[src/rtl/spc_pkg.sv]
`timescale 1ns/1ps
package spc_pkg;

  typedef struct packed {
    logic [7:0] r;
    logic [7:0] g;
    logic [7:0] b;
  } rgb_t;

  // Computed bitmap content: red ramps with address, green is its complement.
  function automatic rgb_t texel(input logic [31:0] addr, input logic [7:0] tint);
    rgb_t t;
    t.r = addr[7:0];
    t.g = 8'hFF - addr[7:0];
    t.b = tint;
    return t;
  endfunction

endpackage

[src/rtl/spc_region.sv]
`timescale 1ns/1ps
module spc_region #(
  parameter int XW = 10,
  parameter int YW = 10,
  parameter int WD = 8,
  parameter int HT = 8
) (
  input  logic [XW-1:0] pix_x,
  input  logic [YW-1:0] pix_y,
  input  logic [XW:0]   left,
  input  logic [YW:0]   top,
  output logic          hit
);
  localparam int XE = XW + 2;
  localparam int YE = YW + 2;

  logic [XE-1:0] x_e, l_e, r_e;
  logic [YE-1:0] y_e, t_e, b_e;

  always_comb begin
    x_e = XE'(pix_x);
    l_e = XE'(left);
    r_e = l_e + XE'(WD);
    y_e = YE'(pix_y);
    t_e = YE'(top);
    b_e = t_e + YE'(HT);
    hit = (x_e >= l_e) && (x_e < r_e) && (y_e >= t_e) && (y_e < b_e);
  end
endmodule

[src/rtl/spc_solid_layer.sv]
`timescale 1ns/1ps
module spc_solid_layer
  import spc_pkg::*;
#(
  parameter int          XW    = 10,
  parameter int          YW    = 10,
  parameter int          WD    = 8,
  parameter int          HT    = 8,
  parameter logic [23:0] COLOR = 24'hFFFFFF
) (
  input  logic          clk,
  input  logic          rst_n,
  input  logic [XW-1:0] pix_x,
  input  logic [YW-1:0] pix_y,
  input  logic [XW:0]   left,
  input  logic [YW:0]   top,
  output logic          vld,
  output rgb_t          col
);
  logic hit_d;
  logic vld_q;

  spc_region #(.XW(XW), .YW(YW), .WD(WD), .HT(HT)) region_i (
    .pix_x (pix_x),
    .pix_y (pix_y),
    .left  (left),
    .top   (top),
    .hit   (hit_d)
  );

  // Delay the hit by one cycle so solid layers line up with bitmap reads.
  always_ff @(posedge clk or negedge rst_n) begin
    if (!rst_n) vld_q <= 1'b0;
    else        vld_q <= hit_d;
  end

  assign vld = vld_q;
  assign col = rgb_t'(COLOR);
endmodule

[src/rtl/spc_bitmap_layer.sv]
`timescale 1ns/1ps
module spc_bitmap_layer
  import spc_pkg::*;
#(
  parameter int         XW   = 10,
  parameter int         YW   = 10,
  parameter int         WD   = 6,
  parameter int         HT   = 5,
  parameter logic [7:0] TINT = 8'h80
) (
  input  logic          clk,
  input  logic          rst_n,
  input  logic [XW-1:0] pix_x,
  input  logic [YW-1:0] pix_y,
  input  logic [XW:0]   left,
  input  logic [YW:0]   top,
  output logic          vld,
  output rgb_t          col
);
  localparam int DEPTH = WD * HT;
  localparam int ADW   = (DEPTH > 1) ? $clog2(DEPTH) : 1;
  localparam int CLW   = (WD > 1) ? $clog2(WD) : 1;
  localparam int RWW   = (HT > 1) ? $clog2(HT) : 1;

  logic           hit_d;
  logic [CLW-1:0] col_idx;
  logic [RWW-1:0] row_idx;
  logic [ADW-1:0] addr_d;
  logic           vld_q;
  rgb_t           data_q;
  rgb_t           data_d;

  spc_region #(.XW(XW), .YW(YW), .WD(WD), .HT(HT)) region_i (
    .pix_x (pix_x),
    .pix_y (pix_y),
    .left  (left),
    .top   (top),
    .hit   (hit_d)
  );

  always_comb begin
    col_idx = CLW'((XW+1)'(pix_x) - left);
    row_idx = RWW'((YW+1)'(pix_y) - top);
    addr_d  = ADW'(row_idx) * ADW'(WD) + ADW'(col_idx);
    data_d  = texel(32'(addr_d), TINT);
  end

  // ROM read: data register carries no reset, valid does.
  always_ff @(posedge clk) begin
    data_q <= data_d;
  end

  always_ff @(posedge clk or negedge rst_n) begin
    if (!rst_n) vld_q <= 1'b0;
    else        vld_q <= hit_d;
  end

  assign vld = vld_q;
  assign col = data_q;
endmodule

[src/rtl/spc_prio_arb.sv]
`timescale 1ns/1ps
module spc_prio_arb
  import spc_pkg::*;
#(
  parameter int N = 4
) (
  input  logic [N-1:0] vld,
  input  rgb_t [N-1:0] col_in,
  output logic [N-1:0] grant,
  output rgb_t         col_out
);
  // Scan from the farthest layer to the nearest so the nearest valid one stays.
  always_comb begin
    grant   = '0;
    col_out = '0;
    for (int i = N - 1; i >= 0; i--) begin
      if (vld[i]) begin
        grant    = '0;
        grant[i] = 1'b1;
        col_out  = col_in[i];
      end
    end
  end
endmodule

[src/rtl/spc_group.sv]
`timescale 1ns/1ps
module spc_group
  import spc_pkg::*;
#(
  parameter int XW      = 10,
  parameter int YW      = 10,
  parameter int AW      = 4,
  parameter int HEAD_W  = 6,
  parameter int HEAD_H  = 5,
  parameter int ARM_W   = 2,
  parameter int ARM_H   = 6,
  parameter int TORSO_W = 8,
  parameter int TORSO_H = 10
) (
  input  logic          clk,
  input  logic          rst_n,
  input  logic [XW-1:0] pix_x,
  input  logic [YW-1:0] pix_y,
  input  logic [XW-1:0] base_x,
  input  logic [YW-1:0] base_y,
  input  logic [AW-1:0] anim_x,
  input  logic [AW-1:0] anim_y,
  output logic          vld,
  output rgb_t          col
);
  localparam int NPART = 3;

  logic [XW:0] head_l, arm_l, torso_l;
  logic [YW:0] head_t, arm_t, torso_t;

  logic [NPART-1:0] part_vld;
  rgb_t [NPART-1:0] part_col;
  logic [NPART-1:0] part_grant;

  always_comb begin
    head_l  = (XW+1)'(base_x) + (XW+1)'(anim_x);
    head_t  = (YW+1)'(base_y) + (YW+1)'(anim_y);
    arm_l   = head_l + (XW+1)'(HEAD_W);
    arm_t   = head_t + (YW+1)'(HEAD_H);
    torso_l = (XW+1)'(base_x);
    torso_t = (YW+1)'(base_y) + (YW+1)'(HEAD_H);
  end

  spc_bitmap_layer #(.XW(XW), .YW(YW), .WD(HEAD_W), .HT(HEAD_H), .TINT(8'h11)) head_i (
    .clk (clk), .rst_n (rst_n), .pix_x (pix_x), .pix_y (pix_y),
    .left (head_l), .top (head_t), .vld (part_vld[0]), .col (part_col[0])
  );

  spc_solid_layer #(.XW(XW), .YW(YW), .WD(ARM_W), .HT(ARM_H), .COLOR(24'hFFFF00)) arm_i (
    .clk (clk), .rst_n (rst_n), .pix_x (pix_x), .pix_y (pix_y),
    .left (arm_l), .top (arm_t), .vld (part_vld[1]), .col (part_col[1])
  );

  spc_solid_layer #(.XW(XW), .YW(YW), .WD(TORSO_W), .HT(TORSO_H), .COLOR(24'h00FF00)) torso_i (
    .clk (clk), .rst_n (rst_n), .pix_x (pix_x), .pix_y (pix_y),
    .left (torso_l), .top (torso_t), .vld (part_vld[2]), .col (part_col[2])
  );

  spc_prio_arb #(.N(NPART)) part_arb_i (
    .vld     (part_vld),
    .col_in  (part_col),
    .grant   (part_grant),
    .col_out (col)
  );

  assign vld = |part_grant;
endmodule

[src/rtl/spc_compositor.sv]
`timescale 1ns/1ps
module spc_compositor
  import spc_pkg::*;
#(
  parameter int          XW     = 10,
  parameter int          YW     = 10,
  parameter int          AW     = 4,
  parameter logic [23:0] BG     = 24'h202020,
  parameter int          SQ_X   = 40,
  parameter int          SQ_Y   = 40,
  parameter int          SQ_W   = 16,
  parameter int          SQ_H   = 16,
  parameter int          BM_X   = 52,
  parameter int          BM_Y   = 50,
  parameter int          BM_W   = 6,
  parameter int          BM_H   = 5,
  parameter int          BD_W   = 80,
  parameter int          BD_H   = 60
) (
  input  logic          clk,
  input  logic          rst_n,
  input  logic [XW-1:0] pix_x,
  input  logic [YW-1:0] pix_y,
  input  logic [XW-1:0] grp_x,
  input  logic [YW-1:0] grp_y,
  input  logic [AW-1:0] anim_x,
  input  logic [AW-1:0] anim_y,
  output logic [7:0]    red,
  output logic [7:0]    green,
  output logic [7:0]    blue
);
  localparam int NLAY = 4;

  logic [1:0]      rst_sync_q;
  logic            rst_int_n;
  logic [NLAY-1:0] lay_vld;
  rgb_t [NLAY-1:0] lay_col;
  logic [NLAY-1:0] grant;
  rgb_t            win_col;
  rgb_t            out_d;
  rgb_t            out_q;

  // Reset: asserted at once, released after two clock edges.
  always_ff @(posedge clk or negedge rst_n) begin
    if (!rst_n) rst_sync_q <= 2'b00;
    else        rst_sync_q <= {rst_sync_q[0], 1'b1};
  end
  assign rst_int_n = rst_sync_q[1];

  spc_group #(.XW(XW), .YW(YW), .AW(AW)) group_i (
    .clk (clk), .rst_n (rst_int_n), .pix_x (pix_x), .pix_y (pix_y),
    .base_x (grp_x), .base_y (grp_y), .anim_x (anim_x), .anim_y (anim_y),
    .vld (lay_vld[0]), .col (lay_col[0])
  );

  spc_solid_layer #(.XW(XW), .YW(YW), .WD(SQ_W), .HT(SQ_H), .COLOR(24'hFF0000)) square_i (
    .clk (clk), .rst_n (rst_int_n), .pix_x (pix_x), .pix_y (pix_y),
    .left ((XW+1)'(SQ_X)), .top ((YW+1)'(SQ_Y)), .vld (lay_vld[1]), .col (lay_col[1])
  );

  spc_bitmap_layer #(.XW(XW), .YW(YW), .WD(BM_W), .HT(BM_H), .TINT(8'hC0)) bitmap_i (
    .clk (clk), .rst_n (rst_int_n), .pix_x (pix_x), .pix_y (pix_y),
    .left ((XW+1)'(BM_X)), .top ((YW+1)'(BM_Y)), .vld (lay_vld[2]), .col (lay_col[2])
  );

  spc_solid_layer #(.XW(XW), .YW(YW), .WD(BD_W), .HT(BD_H), .COLOR(24'h0000FF)) backdrop_i (
    .clk (clk), .rst_n (rst_int_n), .pix_x (pix_x), .pix_y (pix_y),
    .left ('0), .top ('0), .vld (lay_vld[3]), .col (lay_col[3])
  );

  spc_prio_arb #(.N(NLAY)) top_arb_i (
    .vld     (lay_vld),
    .col_in  (lay_col),
    .grant   (grant),
    .col_out (win_col)
  );

  always_comb begin
    out_d = (|grant) ? win_col : rgb_t'(BG);
  end

  always_ff @(posedge clk or negedge rst_int_n) begin
    if (!rst_int_n) out_q <= '0;
    else            out_q <= out_d;
  end

  assign red   = out_q.r;
  assign green = out_q.g;
  assign blue  = out_q.b;
endmodule

[config.mk]
export PLATFORM = sky130hd
export DESIGN_NAME = spc_compositor
export DESIGN_NICKNAME = d
export VERILOG_FILES = /design/src/rtl/spc_pkg.sv /design/src/rtl/spc_region.sv /design/src/rtl/spc_solid_layer.sv /design/src/rtl/spc_bitmap_layer.sv /design/src/rtl/spc_prio_arb.sv /design/src/rtl/spc_group.sv /design/src/rtl/spc_compositor.sv
export SDC_FILE = /design/constraint.sdc
export NUM_CORES = 1
export LEC_CHECK = 0
export BUFFER_PORTS_ARGS = -buffer_cell sky130_fd_sc_hd__buf_2
export CAP_MARGIN = 10
export CORE_ASPECT_RATIO = 1.2
export CORE_MARGIN = 3
export CORE_UTILIZATION = 24
export DETAILED_ROUTE_END_ITERATION = 6
export PLACE_DENSITY = 0.41
export SLEW_MARGIN = 40
export SYNTH_ARGS = -nofsm -noshare
export SYNTH_HDL_FRONTEND = slang
export SYNTH_SLANG_ARGS = --single-unit
[constraint.sdc]
create_clock -name clk -period 0.8 [get_ports clk]
set_input_delay 0.04 -clock clk [delete_from_list [all_inputs] [get_ports clk]]
set_output_delay 0.04 -clock clk [all_outputs]
set_load 0.1 [all_outputs]
==> flow_summary_export.csv, run 1 <==
group,metric,value,unit
run_status,status,"complete, but fails checks",
run_status,violations,"negative setup slack",
synthesis,synth_cells,635,
synthesis,synthArstFlopShare,0.565,
timing,maxSlewHeadroom,0.659,
clocking,clk_pin_slew,70,ps
timing,worstMarginPinSlew,510,ps
grt,gr-total-overflow,0,
place,dp_cells,1163,
grt,grt_pass1_vias,5828,
cells_and_area,final_util,0.408,
timing,slew_viol_final,0,
setup_path,end_kind,"flop",
setup_path,rr_startpoint,"group_i.torso_i.vld$_DFF_PN0_",
timing,holdWs,68.1,ps
synthesis,synth_cell_types,63,
routing,top_layer_used,"met4",
routing,drcViolationCount,0,
synthesis,ys.warnings.count,0,
timing,hold_violations,0,
die,core-area,0.0225,mm²
timing,final.min_clock_period,3150,ps
setup_path,required,1000,ps
synthesis,synth-simple-area-share,0.153,
place,place_congestion,0.842,
cells_and_area,multiInputGateArea,0.00477,mm²
cells_and_area,layoutNonFillerInstCount,1201,
place,port_buffers,73,
setup_path,startpoint_type,"primary input",
setup_path,slowest_stage,"fa_2",
setup_path,r2r_slack,-550,ps
routing,m1WireLength,7010,µm
synthesis,synth_compound_area_frac,0.186,
timing,final.setup.tns,-31750,ps
synthesis,synth-xor-area-share,0.118,
clocking,cts_buffers,5,
synthesis,yosysSeqAreaShare,0.190,
cells_and_area,fillers,2287,
die,die_h,172,µm
power,p_leak,4.38,nW
power,p_per_area,1620,mW/mm²
grt,grt_pass1_wl,27000,µm
power,vdd_drop_max,1.02,mV
timing,setup_ws,-2350,ps
synthesis,synth_mux_area_frac,0,
routing,drt_wl_total,16600,µm
clocking,htreeDepth,2,
setup_path,crit_path_end,"group_i.arm_i.vld$_DFF_PN0_",
synthesis,syn-num-nets,809,
setup_path,arrival,3350,ps
grt,antenna_found_initial,0,
setup_path,cp-startpoint,"grp_y[0]",
setup_path,r2r-end,"green[3]$_DFF_PN0_",
clocking,cts_root_buf,"clkbuf_16",
timing,setup_viol,60,
cells_and_area,mostFrequentLayoutCell,"buf_4",
clocking,clock_path_buffers,2,
routing,wl_met2,8850,µm
clocking,clock_latency,290,ps
synthesis,yosys_register_bits,46,
setup_path,critPathMaxStageDelay,350,ps
die,start_util,0.246,
setup_path,crit_type,"primary input to flop",
grt,grt_use_total,0.132,
flow_run,max-cap-violations,0,
setup_path,ff2ff_path_depth,4,
die,die_x,145,µm
synthesis,syn_area_per_cell,8.72,µm²
synthesis,synth_edf_count,0,
cells_and_area,register_area,0.00109,mm²
routing,wl_met3,432,µm
routing,first_pass_iters,4,
die,rows,60,
synthesis,ys.flop_type,"dfrtp_1",
synthesis,syn_area,0.00554,mm²
routing,postRouteAntennaNets,0,
timing,fin_skew,6.87,ps
clocking,cts_sinks,46,
routing,drtIter0Drc,123,
synthesis,synth_area_leader_cell,"ha_1",
cells_and_area,n_antenna_cell,0,
setup_path,cp_max_fo,2,
cells_and_area,drive_gt1_frac,0.482,
timing,post-route-period-util,3.93,
synthesis,synth_area_leaders,"ha_1, dfrtp_1, dfxtp_1",
routing,avgRoutedWirePerCell,13.8,µm
routing,routed_via_density,4.57,
hold_path,hp-class,"primary input to asynchronous set/reset pin",
cells_and_area,nets,1095,
timing,rsz0062_at_grt,"yes",
place,place_hpwl,14300,µm
die,boundaryPins,74,
synthesis,yosys.area_share.adder,0.291,
die,dieArea,0.0249,mm²
timing,max_freq,0.318,GHz
cells_and_area,syn_to_final_growth,65.8,%
routing,vias,5485,
cells_and_area,final_cell_mix,"buf_4, ha_1, inv_1",
grt,grt_max_degree,25,
setup_path,cp_cell_sequence,"buf_8, ha_4, inv_2, fa_2, nand2b_4, a21oi_4, xor2_2, inv_2, or3_4, nor3_4, xor2_2, ha_1, nand4_1, buf_4, a21oi_4, a211oi_2, buf_4, a21oi_2, o211a_1, o211ai_1, a221oi_2",
clocking,cts_tree,"built",
synthesis,netlist.area_leader.share,0.262,
synthesis,synth_top_family_by_area,"adder cells",
-- cells by family (layout without fill, tap and decap cells) --
kind of cell    Yosys count  in the layout
compound gates          158            158
xor+xnor                 67             67
simple gates            158            158
other cells               1              1
buf+inv                  81            368
flops                    46             46
fa+ha+maj               124            124
-- cell type report --
class                      count  area share
multi-input combinational    508       0.520
clock buffer                   5      0.0136
tap                          279      0.0380
timing repair buffer         292       0.278
inverter                      68      0.0292
clock inverter                 3     0.00313
sequential                    46       0.118
-- per-layer routing --
metal  vias up  global-route usage
li1       2809                   -
met1      2570               0.156
met2        83               0.251
met3        23              0.0144
met4         0              0.0333
met5         -                   0
-- stage by stage --
stage / worst slack, ps / area [µm²] / power [mW]
2_1_floorplan: -2510 / 5980 / 8.45
3_3_place_gp: -2710 / 8270 / 11.7
3_5_place_dp: -2850 / 8270 / 11.9
4_1_cts: -2370 / 8870 / 14.7
5_1_grt: -2550 / 9180 / 16.1
6_report: -2350 / 9180 / 14.9
-- what timing repair did --
| action | CTS | global route |
|---|---|---|
| pin swaps | 40 | 48 |
| setup endpoints to repair | 60 | 61 |
| hold buffers | 2 | 0 |
| cloned | 1 | 0 |
| buffers inserted | 22 | 12 |
| resized for setup | 69 | 52 |
| hold endpoints to repair | 3 | 0 |
-- report_power, final --
part	leakage [nW]	switching (mW)	internal [mW]
combinational	3.83	4.94	4.78
clock	0.0763	0.895	1.19
sequential	0.480	0.254	2.82
total	4.38	6.09	8.79
-- flip-flops by register name (all words and copies together) (netlist names) --
name / count
red: 7
group_i.head_i.vld: 1
bitmap_i.vld: 1
bitmap_i.col: 10
square_i.vld: 1
blue: 4
group_i.torso_i.vld: 1
green: 7
group_i.arm_i.vld: 1
group_i.head_i.col: 10
rst_sync_q: 2
backdrop_i.vld: 1
-- cell usage after synthesis (5+ instances only) --
cell type  count
and3_1         5
o22ai_1        6
o21bai_1       6
o21a_1        10
xnor2_1       36
nor2_1        34
inv_1         66
fa_1           8
buf_4          6
o21ai_0       30
a31oi_1       11
a21o_1        15
dfxtp_1       20
nor4_1         7
xor2_1        24
ha_1         116
clkbuf_1       5
nand2_1       31
nand2b_1       8
a21oi_1       47
nor2b_1        8
nor3_1        21
or3_1          6
nand3_1       13
dfrtp_1       26
-- critical path: cells and delay by family --
kind | cells | cell delay, ps
adder cells (fa/ha/maj) | 3 | 820
XOR/XNOR | 2 | 270
AND/OR/NAND/NOR | 4 | 810
AO/OA/AOI/OAI | 7 | 950
buffers and inverters | 5 | 480
-- how the worst min path moves through the flow --
stage,startpoint,to,slack [ps],depth (start not counted)
2_1_floorplan,rst_n,rst_sync_q[0]$_DFF_PN0_,-260,0
3_3_place_gp,rst_n,rst_sync_q[1]$_DFF_PN0_,-170,1
3_5_place_dp,rst_n,rst_sync_q[1]$_DFF_PN0_,-170,1
4_1_cts,rst_n,rst_sync_q[1]$_DFF_PN0_,80,2
5_1_grt,rst_n,rst_sync_q[1]$_DFF_PN0_,70,2
6_report,rst_n,rst_sync_q[0]$_DFF_PN0_,70,2
No activity file was read; power rests on OpenSTA's default activity.
==> inputs of run 2 (changes only) <==
Settings changed: REMOVE_ABC_BUFFERS set to 1.
==> flow_summary_export.csv, run 2 (synthesis results as in run 1) <==
group,metric,value,unit
power,power.internal,8.96,mW
setup_path,required,990,ps
cells_and_area,register_area,0.00106,mm²
cells_and_area,multiInputGateArea,0.00474,mm²
grt,grt_pass1_vias,5450,
power,p_leak,4.40,nW
cells_and_area,syn_to_final_growth,65.9,%
cells_and_area,drive_gt1_frac,0.470,
routing,drtIter0Drc,129,
place,place_hpwl,13600,µm
setup_path,end_kind,"flop",
place,dp_cells,1168,
setup_path,cp_cell_sequence,"buf_8, ha_4, inv_2, fa_2, nand2b_4, a21oi_4, xor2_2, inv_2, or3_4, buf_6, xnor2_4, ha_1, nand4_1, or4_4, a21oi_2, o211a_1, o211ai_1, a221oi_2",
clocking,cts_root_buf,"clkbuf_16",
cells_and_area,final_cell_mix,"buf_4, ha_1, inv_1",
timing,post-route-period-util,3.77,
routing,vias,5320,
clocking,cts_buffers,5,
place,port_buffers,73,
timing,setup_viol,62,
cells_and_area,nets,1096,
routing,first_pass_iters,4,
setup_path,r2r-end,"green[2]$_DFF_PN0_",
setup_path,crit_type,"primary input to flop",
routing,postRouteAntennaNets,0,
die,die_x,145,µm
power,clock_power_share,0.136,
timing,rsz0062_at_grt,"yes",
power,switching_share,0.404,
setup_path,cp_max_fo,3,
grt,antenna_found_initial,0,
routing,avgRoutedWirePerCell,13.2,µm
die,dieArea,0.0249,mm²
clocking,cts_sinks,46,
cells_and_area,fillers,2325,
grt,grt_max_degree,25,
setup_path,arrival,3200,ps
die,rows,60,
timing,slew_viol_final,0,
timing,holdWs,85.0,ps
die,boundaryPins,74,
cells_and_area,mostFrequentLayoutCell,"buf_4",
clocking,clk_pin_slew,60,ps
cells_and_area,layoutNonFillerInstCount,1202,
timing,hold_violations,0,
setup_path,rr_startpoint,"group_i.torso_i.vld$_DFF_PN0_",
power,p_per_area,1640,mW/mm²
routing,drt_wl_total,15800,µm
timing,final.min_clock_period,3010,ps
power,power_frac_seq,0.202,
setup_path,r2r_slack,-460,ps
setup_path,ff2ff_path_depth,4,
die,core-area,0.0225,mm²
run_status,status,"complete, but fails checks",
clocking,cts_tree,"built",
place,place_congestion,0.806,
hold_path,hp-class,"primary input to asynchronous set/reset pin",
die,start_util,0.246,
grt,grt_pass1_wl,26100,µm
run_status,violations,"negative setup slack",
timing,max_freq,0.332,GHz
clocking,htreeDepth,2,
clocking,clock_latency,290,ps
setup_path,critPathMaxStageDelay,440,ps
setup_path,startpoint_type,"primary input",
cells_and_area,n_antenna_cell,0,
power,p_sw,6.09,mW
power,vdd_drop_max,0.836,mV
routing,routed_via_density,4.43,
clocking,clock_path_buffers,2,
routing,drcViolationCount,0,
timing,fin_skew,8.82,ps
die,die_h,172,µm
grt,gr-total-overflow,0,
power,pwr-share-comb,0.662,
grt,grt_use_total,0.128,
timing,setup_ws,-2210,ps
flow_run,max-cap-violations,0,
setup_path,cp_common_cell,"inv_2",
setup_path,slowest_stage,"or4_4",
## run 2: layer usage
| metal | share of wire | track usage | vias to the layer above | routed length [µm] |
|---|---|---|---|---|
| li1 | - | - | 2818 | - |
| met1 | 0.46 | 0.167 | 2442 | 7290 |
| met2 | 0.52 | 0.235 | 54 | 8180 |
| met3 | 0.017 | 0.00830 | 6 | 265 |
| met4 | 0.0049 | 0.0170 | 0 | 77 |
| met5 | 0 | 0 | - | 0 |
## run 2: power by group through the flow
stage | clock network, mW | logic [mW] | registers, mW
CTS | 2.10 | 9.57 | 3.03
floorplan | 0 | 3.94 | 3.95
finish | 2.05 | 9.97 | 3.03
global route | 2.18 | 11.0 | 3.08
detailed placement | 0 | 8.53 | 3.04
global placement | 0 | 8.53 | 3.03
## run 2: timing repair
item,4_1_cts,5_1_grt
hold buffers,2,1
endpoints found under the hold margin,4,2
setup endpoints to repair,61,64
pin swaps,65,36
resized for setup,127,58
buffers inserted,14,12
## run 2: final cells by class
class                           count  share of cell area
Sequential cell                    46               0.115
Clock buffer                        5              0.0136
Timing Repair Buffer              293               0.284
Clock inverter                      3             0.00259
Inverter                           68              0.0298
Tap cell                          279              0.0380
Multi-Input combinational cell    508               0.516
## run 2: worst max-delay path: cells and delay by family
kind                     cells  cell delay (ps)
AO/OA/AOI/OAI                5              710
XOR/XNOR                     2              310
adder cells (fa/ha/maj)      3              770
buffers and inverters        4              310
AND/OR/NAND/NOR              4             1080
## run 2: worst max-delay path by stage
stage / slack (ps) / start / cells after the start / endpoint
floorplan: -2680 / grp_y[0] / 17 / group_i.arm_i.vld$_DFF_PN0_
global placement: -2760 / grp_y[0] / 18 / group_i.arm_i.vld$_DFF_PN0_
detailed placement: -2810 / grp_y[0] / 18 / group_i.arm_i.vld$_DFF_PN0_
CTS: -2320 / anim_y[0] / 18 / group_i.arm_i.vld$_DFF_PN0_
global route: -2410 / grp_y[0] / 20 / group_i.arm_i.vld$_DFF_PN0_
finish: -2210 / grp_y[0] / 18 / group_i.arm_i.vld$_DFF_PN0_
## run 2: through the flow
| step | worst slack (ps) | power (mW) | utilization | TNS (ps) | area, µm² |
|---|---|---|---|---|---|
| finish | -2210 | 15.1 | 0.408 | -28500 | 9190 |
| global route | -2410 | 16.3 | 0.408 | -31470 | 9190 |
| CTS | -2320 | 14.7 | 0.393 | -29440 | 8840 |
| detailed placement | -2810 | 11.6 | 0.357 | -37220 | 8030 |
| global placement | -2760 | 11.6 | 0.357 | -37030 | 8030 |
| floorplan | -2680 | 7.89 | - | -40870 | 5450 |
